[config.mk]
export PLATFORM = sky130hd
export DESIGN_NAME = tspid_filter
export DESIGN_NICKNAME = d
export VERILOG_FILES = /design/src/rtl/tsf_pkg.sv /design/src/rtl/tsf_regs.sv /design/src/rtl/tsf_match.sv /design/src/rtl/tsf_outreg.sv /design/src/rtl/tspid_filter.sv
export SDC_FILE = /design/constraint.sdc
export NUM_CORES = 1
export LEC_CHECK = 0
export BUFFER_PORTS_ARGS = -buffer_cell sky130_fd_sc_hd__buf_2
export CORE_MARGIN = 3
export CORE_UTILIZATION = 45
export CTS_CLUSTER_SIZE = 16
export DETAILED_ROUTE_END_ITERATION = 16
export SETUP_SLACK_MARGIN = 0.4
export SLEW_MARGIN = 20
export SYNTH_ARGS = -nofsm -noshare
export SYNTH_HDL_FRONTEND = slang
export SYNTH_SLANG_ARGS = --single-unit
[constraint.sdc]
create_clock -name clk -period 2.4 [get_ports clk]
set_input_delay 0.48 -clock clk [delete_from_list [all_inputs] [get_ports clk]]
set_output_delay 0.48 -clock clk [all_outputs]
set_load 0.02 [all_outputs]
[src/rtl/tsf_pkg.sv]
package tsf_pkg;

    localparam int PID_W   = 13;
    localparam int OFF_BIT = 13;
    localparam int LE_BIT  = 14;
    localparam int EN_BIT  = 15;
    localparam int ALL_BIT = 16;

    localparam logic [7:0]  SYNC_BYTE = 8'h47;
    localparam logic [31:0] PARK_PID  = 32'h0000_1FFF;

    typedef enum logic [1:0] {
        ST_IDLE,
        ST_HDR,
        ST_FWD,
        ST_SKIP
    } tsf_state_e;

    function automatic logic [31:0] slot_mask(input int idx);
        logic [31:0] m;
        m = (32'd1 << EN_BIT) | ((32'd1 << PID_W) - 32'd1);
        if (idx == 0)
            m = m | (32'd1 << OFF_BIT) | (32'd1 << LE_BIT) | (32'd1 << ALL_BIT);
        return m;
    endfunction

    function automatic logic [31:0] slot_reset(input int idx);
        return (idx == 0) ? (PARK_PID | (32'd1 << OFF_BIT)) : PARK_PID;
    endfunction

endpackage

[src/rtl/tsf_regs.sv]
module tsf_regs
    import tsf_pkg::*;
#(
    parameter int NSLOT  = 8,
    parameter int SLOT_W = 3,
    parameter int AW     = 5
) (
    input  logic                              clk,
    input  logic                              rst_n,
    input  logic                              cfg_we,
    input  logic [AW-1:0]                     cfg_addr,
    input  logic [31:0]                       cfg_wdata,
    output logic [31:0]                       cfg_rdata,
    output logic [NSLOT-1:0]                  slot_en,
    output logic [NSLOT-1:0][PID_W-1:0]       slot_pid,
    output logic                              ctl_all,
    output logic                              ctl_off,
    output logic                              ctl_le
);

    logic [NSLOT-1:0][31:0] slot_q;
    logic [SLOT_W-1:0]      sel;
    logic                   aligned;

    assign sel     = cfg_addr[AW-1:2];
    assign aligned = (cfg_addr[1:0] == 2'b00);

    always_ff @(posedge clk) begin
        if (!rst_n) begin
            for (int i = 0; i < NSLOT; i++)
                slot_q[i] <= slot_reset(i);
        end else if (cfg_we && aligned) begin
            for (int i = 0; i < NSLOT; i++)
                if (sel == SLOT_W'(i))
                    slot_q[i] <= cfg_wdata & slot_mask(i);
        end
    end

    assign cfg_rdata = aligned ? slot_q[sel] : 32'd0;

    assign ctl_all = slot_q[0][ALL_BIT];
    assign ctl_off = slot_q[0][OFF_BIT];
    assign ctl_le  = slot_q[0][LE_BIT];

    generate
        for (genvar g = 0; g < NSLOT; g++) begin : g_slot
            assign slot_en[g]  = slot_q[g][EN_BIT];
            assign slot_pid[g] = slot_q[g][PID_W-1:0];

            AST_SLOT_WRITE: assert property (@(posedge clk) disable iff (!rst_n)
                (cfg_we && cfg_addr == AW'(g * 4)) |=>
                    (slot_q[g] == ($past(cfg_wdata) & slot_mask(g))))
                else $error("slot write mismatch");
        end
    endgenerate

endmodule

[src/rtl/tsf_match.sv]
module tsf_match
    import tsf_pkg::*;
#(
    parameter int NSLOT = 8
) (
    input  logic [NSLOT-1:0]            slot_en,
    input  logic [NSLOT-1:0][PID_W-1:0] slot_pid,
    input  logic [PID_W-1:0]            pkt_pid,
    output logic                        hit
);

    logic [NSLOT-1:0] hit_v;

    generate
        for (genvar g = 0; g < NSLOT; g++) begin : g_cmp
            assign hit_v[g] = slot_en[g] && (slot_pid[g] == pkt_pid);
        end
    endgenerate

    assign hit = |hit_v;

endmodule

[src/rtl/tsf_outreg.sv]
module tsf_outreg #(
    parameter int W = 32
) (
    input  logic         clk,
    input  logic         rst_n,
    input  logic         load,
    input  logic [W-1:0] ld_data,
    input  logic         ld_sop,
    input  logic         ld_eop,
    output logic         room,
    output logic         out_valid,
    input  logic         out_ready,
    output logic [W-1:0] out_data,
    output logic         out_sop,
    output logic         out_eop
);

    always_ff @(posedge clk) begin
        if (!rst_n) begin
            out_valid <= 1'b0;
            out_data  <= '0;
            out_sop   <= 1'b0;
            out_eop   <= 1'b0;
        end else if (load) begin
            out_valid <= 1'b1;
            out_data  <= ld_data;
            out_sop   <= ld_sop;
            out_eop   <= ld_eop;
        end else if (out_ready) begin
            out_valid <= 1'b0;
        end
    end

    assign room = !out_valid || out_ready;

    AST_HOLD_STALL: assert property (@(posedge clk) disable iff (!rst_n)
        (out_valid && !out_ready) |=>
            (out_valid && $stable(out_data) && $stable(out_sop) && $stable(out_eop)))
        else $error("held word changed");

    AST_MARK_EXCL: assert property (@(posedge clk) disable iff (!rst_n)
        out_valid |-> !(out_sop && out_eop))
        else $error("start and end marker together");

endmodule

[src/rtl/tspid_filter.sv]
module tspid_filter
    import tsf_pkg::*;
#(
    parameter int NSLOT     = 8,
    parameter int PKT_BYTES = 188
) (
    input  logic        clk,
    input  logic        rst_n,
    input  logic        cfg_we,
    input  logic [4:0]  cfg_addr,
    input  logic [31:0] cfg_wdata,
    output logic [31:0] cfg_rdata,
    input  logic        in_valid,
    input  logic        in_sop,
    input  logic [7:0]  in_data,
    output logic        in_ready,
    output logic        out_valid,
    input  logic        out_ready,
    output logic        out_sop,
    output logic        out_eop,
    output logic [31:0] out_data
);

    localparam int SLOT_W = $clog2(NSLOT);
    localparam int AW     = SLOT_W + 2;
    localparam int CNT_W  = $clog2(PKT_BYTES);
    localparam logic [CNT_W-1:0] LAST_IDX = CNT_W'(PKT_BYTES - 1);
    localparam logic [CNT_W-1:0] DEC_IDX  = CNT_W'(2);
    localparam logic [CNT_W-1:0] FIRST_W  = CNT_W'(3);

    logic [NSLOT-1:0]            slot_en;
    logic [NSLOT-1:0][PID_W-1:0] slot_pid;
    logic                        ctl_all, ctl_off, ctl_le;
    logic                        hit;
    logic [PID_W-1:0]            pkt_pid;

    tsf_state_e       state_q, state_d;
    logic [CNT_W-1:0] cnt_q, cnt_d;
    logic [23:0]      acc_q;
    logic             le_q;
    logic             accept, pass_now, decide;
    logic             word_fire, word_sop, word_eop;
    logic [31:0]      word_data;
    logic             room;

    tsf_regs #(.NSLOT(NSLOT), .SLOT_W(SLOT_W), .AW(AW)) u_regs (
        .clk       (clk),
        .rst_n     (rst_n),
        .cfg_we    (cfg_we),
        .cfg_addr  (cfg_addr[AW-1:0]),
        .cfg_wdata (cfg_wdata),
        .cfg_rdata (cfg_rdata),
        .slot_en   (slot_en),
        .slot_pid  (slot_pid),
        .ctl_all   (ctl_all),
        .ctl_off   (ctl_off),
        .ctl_le    (ctl_le)
    );

    assign pkt_pid = {acc_q[4:0], in_data};

    tsf_match #(.NSLOT(NSLOT)) u_match (
        .slot_en  (slot_en),
        .slot_pid (slot_pid),
        .pkt_pid  (pkt_pid),
        .hit      (hit)
    );

    assign in_ready = room;
    assign accept   = in_valid && in_ready;
    assign pass_now = !ctl_off && (ctl_all || hit);
    assign decide   = accept && (state_q == ST_HDR) && (cnt_q == DEC_IDX);

    // next state and byte position
    always_comb begin
        state_d = state_q;
        cnt_d   = cnt_q;
        unique case (state_q)
            ST_IDLE: begin
                if (accept && in_sop && in_data == SYNC_BYTE) begin
                    state_d = ST_HDR;
                    cnt_d   = CNT_W'(1);
                end
            end
            ST_HDR: begin
                if (accept) begin
                    cnt_d = cnt_q + CNT_W'(1);
                    if (cnt_q == DEC_IDX)
                        state_d = pass_now ? ST_FWD : ST_SKIP;
                end
            end
            ST_FWD, ST_SKIP: begin
                if (accept) begin
                    if (cnt_q == LAST_IDX) begin
                        state_d = ST_IDLE;
                        cnt_d   = '0;
                    end else begin
                        cnt_d = cnt_q + CNT_W'(1);
                    end
                end
            end
        endcase
    end

    // state register
    always_ff @(posedge clk) begin
        if (!rst_n) begin
            state_q <= ST_IDLE;
            cnt_q   <= '0;
            acc_q   <= '0;
            le_q    <= 1'b0;
        end else begin
            state_q <= state_d;
            cnt_q   <= cnt_d;
            if (accept)
                acc_q <= {acc_q[15:0], in_data};
            if (decide)
                le_q <= ctl_le;
        end
    end

    // word assembly outputs
    always_comb begin
        word_fire = 1'b0;
        word_sop  = 1'b0;
        word_eop  = 1'b0;
        word_data = le_q ? {in_data, acc_q[7:0], acc_q[15:8], acc_q[23:16]}
                         : {acc_q, in_data};
        unique case (state_q)
            ST_FWD: begin
                word_fire = accept && (cnt_q[1:0] == 2'b11);
                word_sop  = (cnt_q == FIRST_W);
                word_eop  = (cnt_q == LAST_IDX);
            end
            ST_IDLE, ST_HDR, ST_SKIP: begin
                word_fire = 1'b0;
            end
        endcase
    end

    tsf_outreg #(.W(32)) u_out (
        .clk       (clk),
        .rst_n     (rst_n),
        .load      (word_fire),
        .ld_data   (word_data),
        .ld_sop    (word_sop),
        .ld_eop    (word_eop),
        .room      (room),
        .out_valid (out_valid),
        .out_ready (out_ready),
        .out_data  (out_data),
        .out_sop   (out_sop),
        .out_eop   (out_eop)
    );

    AST_CNT_BOUND: assert property (@(posedge clk) disable iff (!rst_n)
        cnt_q <= LAST_IDX)
        else $error("byte position out of range");

    AST_OFF_SILENT: assert property (@(posedge clk) disable iff (!rst_n)
        (decide && ctl_off) |=> (state_q == ST_SKIP))
        else $error("packet forwarded while filter off");

endmodule

==> flow_metrics.env, run 1 <==
export IMPL_reg2reg_slack_ns=0.54
export IMPL_io_pins=119
export IMPL_ir_drop_mv=0.436
export IMPL_synth_top_family_by_area="simple AND/OR/NAND/NOR gates"
export IMPL_worstSetupPathType="reg2out"
export IMPL_synthTopCellsByArea="dfxtp_1 40%, nand2_1 12%, xnor2_1 9.8%, mux4_2 6.8%, nand3_1 6.0%"
export IMPL_synth_seq_area_share_pct=39.9
export IMPL_avgViaCountPerCell=5.60
export IMPL_antenna_found_initial=0
export IMPL_syn_area_um2=9290
export IMPL_syn_to_final_growth_pct=18.9
export IMPL_wl_met2_um=14000
export IMPL_worstSkewPairLatency_ns=0.44
export IMPL_syn_inst=1119
export IMPL_tightest_slew_ns=0.527
export IMPL_fin_crit_ns=2.24
export IMPL_synth_top_area_share_pct=39.9
export IMPL_syn_avg_cell_area_um2=8.30
export IMPL_synth_edff_count=0
export IMPL_status="finished, final reports clean"
export IMPL_port_buffer_count=88
export IMPL_grt_pass1_wl_um=46300
export IMPL_finalCritPeriodShare_pct=93.5
export IMPL_die_y_um=150
export IMPL_clk_pin_slew_worst_paths_ns=0.07
export IMPL_cts_hold_fix_buffers=0
export IMPL_grt_max_degree=93
export IMPL_setup_viol=0
export IMPL_worstSetupStartpointType="flop"
export IMPL_setup_tns_ns=0
export IMPL_final_util_pct=55.7
export IMPL_avgRoutedWirePerCell_um=20.1
export IMPL_slew_violations=0
export IMPL_synthMuxAreaShare_pct=11.9
export IMPL_fp_dieW_um=150
export IMPL_cp_required_ns=1.92
export IMPL_dp_cells=1427
export IMPL_max_freq_mhz=446
export IMPL_yosys_cell_types_count=42
export IMPL_final_cell_area_um2=11000
export IMPL_synthAdderAreaFrac_pct=0.269
export IMPL_cts_root_buf="clkbuf_16"
export IMPL_drv_cap=0
export IMPL_worstPathArrival_ns=1.76
export IMPL_drt_iter0_markers=730
export IMPL_synthTopCellsByCount="301 x nand2_1, 185 x dfxtp_1, 112 x nand3_1"
export IMPL_async_flop_share_pct=0
export IMPL_cts_sinks=185
export IMPL_numCtsBuffers=17
export IMPL_dpl_hpwl_um=20500
export IMPL_synth_seq_cells=185
export IMPL_ant_nets=0
export IMPL_post_place_ws_ns=0.0368
export IMPL_place_congestion=0.895
export IMPL_grt_pass1_vias=7954
export IMPL_rows=51
export IMPL_grt_overflow_total=0
export IMPL_yosysMostFrequentCell="nand2_1"
export IMPL_max_slew_margin_rel_pct=64.8
export IMPL_hold_path_depth=3
export IMPL_cp_end_kind="output port"
export IMPL_crit_path_max_fanout=3
export IMPL_synth_compound_area_share_pct=5.74
export IMPL_rsz0062_at_grt="yes"
export IMPL_routed_wl_um=29800
export IMPL_cts_htree_levels=4
export IMPL_clockBufferDepth=2
export IMPL_top_layer_used="met4"
export IMPL_dr_wl_met3_um=2540
export IMPL_instances_no_fill=1482
export IMPL_coreArea_um2=19800
export IMPL_gr_usage_all_layers_pct=27.0
export IMPL_r2r_cells=6
export IMPL_drive_gt1_share_pct=22.0
export IMPL_worst_slack_ns=0.156
export IMPL_start_util_pct=46.8
export IMPL_wl_met1_um=12300
export IMPL_tritoncts="yes"
export IMPL_cellPowerDensity_nw_per_um2=597
export IMPL_post_route_drc_count=0
export IMPL_synth_xor_area_share_pct=10.4
export IMPL_p_leak_uw=0.00446
export IMPL_dpl_cell_area_um2=10100
export IMPL_firstDrtPassIters=5
export IMPL_hold_viol=0
export IMPL_yosysTopAreaCell="dfxtp_1"
export IMPL_hold_path_class="in2reg"
export IMPL_fill_cells=1817
export IMPL_skew_ns=0.0102
export IMPL_vias=8303
export IMPL_ys_flop_type="dfxtp_1"
export IMPL_synth_warnings=0
export IMPL_nNetsFinal=1256
export IMPL_die_area_um2=22400
export IMPL_synthSimpleGateAreaFrac_pct=25.8
## through the flow
step                      total power, uW  hold WS (ns)
after floorplan                      3680         0.444
after global placement               3870         0.444
final                                6600         0.259
after CTS                            6610         0.255
after detailed placement             3880         0.450
after global routing                 6810         0.264
## cell type report
type	instances	area [um2]	area share (%)
inverter	2	7.51	0.0680
clock inverter	15	130	1.18
tap	265	332	3.00
clock buffer	17	425	3.85
timing repair buffer	164	1300	11.8
antenna	1	2.50	0.0227
multi-input combinational	833	5120	46.3
sequential	185	3730	33.8
## logic make-up after synthesis
family	after synthesis
simple gates	548
flops	185
buf+inv	115
xor+xnor	110
compound gates	83
mux	75
fa+ha+maj	2
other cells	1
## layout by cell type (no fill, tap or decap), types with 6 or more instances in the layout
cell,instances
buf_4,66
nor4_1,10
dfxtp_2,23
xnor2_1,104
nand3_1,112
a21oi_1,41
nor2_1,50
nand2_1,301
xor2_1,6
dfxtp_1,162
buf_6,8
buf_12,12
a211oi_1,33
mux2i_1,47
and3_1,10
clkbuf_16,17
nor2_2,10
mux4_2,28
buf_2,74
nand4_1,30
conb_1,15
## layer usage
metal	up-vias	global-route usage (%)
li1	3923	-
met1	3932	35.8
met2	382	44.2
met3	66	4.94
met4	0	9.88
met5	-	0
## registers in the layout, summed over array words and instances, names as in the netlist
name and flops:
u_out.out_sop 1, u_out.out_data 32, acc_q 24, u_regs.slot_pid 104, cnt_q 8, state_q 2, u_out.out_valid 1, u_regs.slot_en 8
u_out.out_eop 1, le_q 1, u_regs.ctl_off 1, u_regs.ctl_le 1, u_regs.ctl_all 1
## path summary, 6_finish.rpt
kind                                    start                     endpoint
max          u_regs.slot_pid[47]$_SDFFE_PN1P_                 cfg_rdata[8]
min                             cfg_wdata[13]  u_regs.ctl_off$_SDFFE_PN1P_
max reg2reg             acc_q[0]$_SDFFE_PN0P_      state_q[0]$_SDFFE_PN0P_
min reg2reg        u_out.out_sop$_SDFFE_PN0P_   u_out.out_sop$_SDFFE_PN0P_
## timing repair
action	4_1_cts	5_1_grt
buffers inserted	17	2
setup endpoints to repair	14	18
pin swaps	1	3
resized for setup	43	9
cloned	3	0
## power breakdown
part	switching [uW]	internal, uW	leakage [uW]
combinational	415	290	0.00270
sequential	58.7	3110	0.00149
clock	1360	1370	0.000269
## critical path, cell delays in order (launching register included)
cell	delay [ns]
dfxtp_2	0.34
mux4_2	0.45
mux2i_1	0.19
buf_4	0.16
nor2_2	0.04
buf_6	0.15
No activity file was read; power rests on OpenSTA's default activity.
==> inputs of run 2 (changes only) <==
--- a/config.mk
+++ b/config.mk
@@ -10,6 +10,7 @@
 export CORE_UTILIZATION = 45
 export CTS_CLUSTER_SIZE = 16
 export DETAILED_ROUTE_END_ITERATION = 16
+export PLACE_DENSITY = 0.69
 export SETUP_SLACK_MARGIN = 0.4
 export SLEW_MARGIN = 20
 export SYNTH_ARGS = -nofsm -noshare
==> run 2 against run 1 <==
Effect of this change: register-to-register slack better by 0.02 ns; core utilization is 0.96 points higher; global-route usage is 0.17 points lower; flip-flop and latch count stayed put; cell count is 0.88% higher; largest power group unchanged; sequential share of layout area is 0.25 points lower; via count is 2.6% higher; highest routed layer is now met5; combinational power is 1% higher; cell area is 1.7% higher.
==> flow_metrics.env, run 2 (synthesis gave the netlist of run 1 again) <==
export IMPL_holdWs_ns=0.258
export IMPL_rows=51
export IMPL_fin_total_pwr_uw=6590
export IMPL_io_pins=119
export IMPL_drt_iter0_markers=929
export IMPL_slew_violations=0
export IMPL_cp_cell_sequence="buf_12, buf_12, buf_16, mux4_2, mux2i_1, nor2_2, buf_6"
export IMPL_max_freq_mhz=448
export IMPL_cp_end_kind="output port"
export IMPL_clk_pin_slew_worst_paths_ns=0.07
export IMPL_layout_common_cells="301 x nand2_1, 133 x dfxtp_1, 112 x nand3_1, 104 x xnor2_1, 79 x buf_4"
export IMPL_gr_usage_all_layers_pct=26.8
export IMPL_nNetsFinal=1270
export IMPL_clockBufferDepth=2
export IMPL_fp_dieW_um=150
export IMPL_avgViaCountPerCell=5.70
export IMPL_crit_path_max_fanout=5
export IMPL_grt_max_degree=107
export IMPL_max_stage_delay_ns=0.49
export IMPL_die_y_um=150
export IMPL_routed_wl_um=30000
export IMPL_ant_nets=0
export IMPL_post_route_drc_count=0
export IMPL_hold_path_class="in2reg"
export IMPL_tritoncts="yes"
export IMPL_setup_viol=0
export IMPL_final_cell_area_um2=11200
export IMPL_grt_pass1_vias=8111
export IMPL_syn_to_final_growth_pct=21.0
export IMPL_worstSkewPairLatency_ns=0.44
export IMPL_finalCritPeriodShare_pct=93.1
export IMPL_place_congestion=0.956
export IMPL_final_common_cell="nand2_1"
export IMPL_p_leak_uw=0.00450
export IMPL_cellPowerDensity_nw_per_um2=587
export IMPL_cts_hold_fix_buffers=0
export IMPL_start_util_pct=46.8
export IMPL_dpl_cell_area_um2=10100
export IMPL_cpMostUsedCell="buf_12"
export IMPL_n_antenna_cell=0
export IMPL_hold_viol=0
export IMPL_worstSetupPathType="in2out"
export IMPL_cts_root_buf="clkbuf_16"
export IMPL_cts_sinks=185
export IMPL_grt_pass1_wl_um=46000
export IMPL_ir_drop_mv=0.607
export IMPL_setup_tns_ns=0
export IMPL_cpLargestDelayFamily="multiplexers"
export IMPL_fill_cells=1773
export IMPL_grt_overflow_total=0
export IMPL_drive_gt1_share_pct=25.9
export IMPL_cp_required_ns=1.92
export IMPL_reg2reg_slack_ns=0.56
export IMPL_cts_htree_levels=4
export IMPL_instances_no_fill=1495
export IMPL_dpl_hpwl_um=20300
export IMPL_worstSetupStartpointType="primary input"
export IMPL_drv_cap=0
export IMPL_numCtsBuffers=17
export IMPL_port_buffer_count=88
export IMPL_largest_register_ffs=104
export IMPL_avgRoutedWirePerCell_um=20.1
export IMPL_status="finished, final reports clean"
export IMPL_skew_ns=0.00762
export IMPL_cpMaxStageDelayCell="mux4_2"
export IMPL_dp_cells=1432
export IMPL_tightest_slew_ns=0.565
export IMPL_fin_crit_ns=2.23
export IMPL_path_buf_inv=4
export IMPL_vias=8517
export IMPL_max_slew_margin_rel_pct=62.3
export IMPL_worstPathArrival_ns=1.75
export IMPL_die_area_um2=22400
export IMPL_firstDrtPassIters=6
export IMPL_antenna_found_initial=2
export IMPL_coreArea_um2=19800
export IMPL_rsz0062_at_grt="yes"
run 2: cell count changes in the layout (fill, tap and decap cells not counted), sizes merged:
cell   before  now
diode       1    0
buf       163  177
run 2: path summary, 6_finish.rpt:
path | from | endpoint | cells past startpoint
max | cfg_addr[2] | cfg_rdata[15] | 7
min | cfg_wdata[13] | u_regs.ctl_off$_SDFFE_PN1P_ | 3
max reg2reg | acc_q[1]$_SDFFE_PN0P_ | state_q[0]$_SDFFE_PN0P_ | 6
min reg2reg | u_out.out_sop$_SDFFE_PN0P_ | u_out.out_sop$_SDFFE_PN0P_ | 2
run 2: report_power, final:
part / switching (uW) / internal [uW] / total, uW
Clock: 1340 / 1360 / 2710
Sequential: 60.0 / 3110 / 3170
Combinational: 422 / 291 / 713
run 2: worst min-delay path: stages:
cell and delay (ns):
buf_2 0.08, nand2_1 0.04, nand3_1 0.06
run 2: per-stage QoR:
step	setup WS, ns	utilization (%)
CTS	0.192	56.1
global route	0.133	56.6
global placement	0.0885	51.0
floorplan	0.402	-
finish	0.165	56.6
detailed placement	0.0850	51.0
run 2: cell type report:
type | count | area [um2] | area share, %
Inverter | 2 | 7.51 | 0.0668
Timing Repair Buffer | 178 | 1400 | 12.5
Multi-Input combinational cell | 833 | 5180 | 46.1
Tap cell | 265 | 332 | 2.95
Clock buffer | 17 | 425 | 3.78
Clock inverter | 15 | 129 | 1.15
Sequential cell | 185 | 3770 | 33.5
run 2: what timing repair did:
item | CTS | global route
pin swaps | 3 | 1
endpoints found under the hold margin | 0 | 0
setup endpoints to repair | 15 | 18
setup buffers | 22 | 5
gates resized for setup | 72 | 25
gates cloned | 4 | 0
run 2: layer usage:
layer  global-route usage (%)  wire [um]
met2                     43.0      14000
met5                        0         13
met4                     12.2       1230
met1                     34.7      11700
met3                     5.88       3100
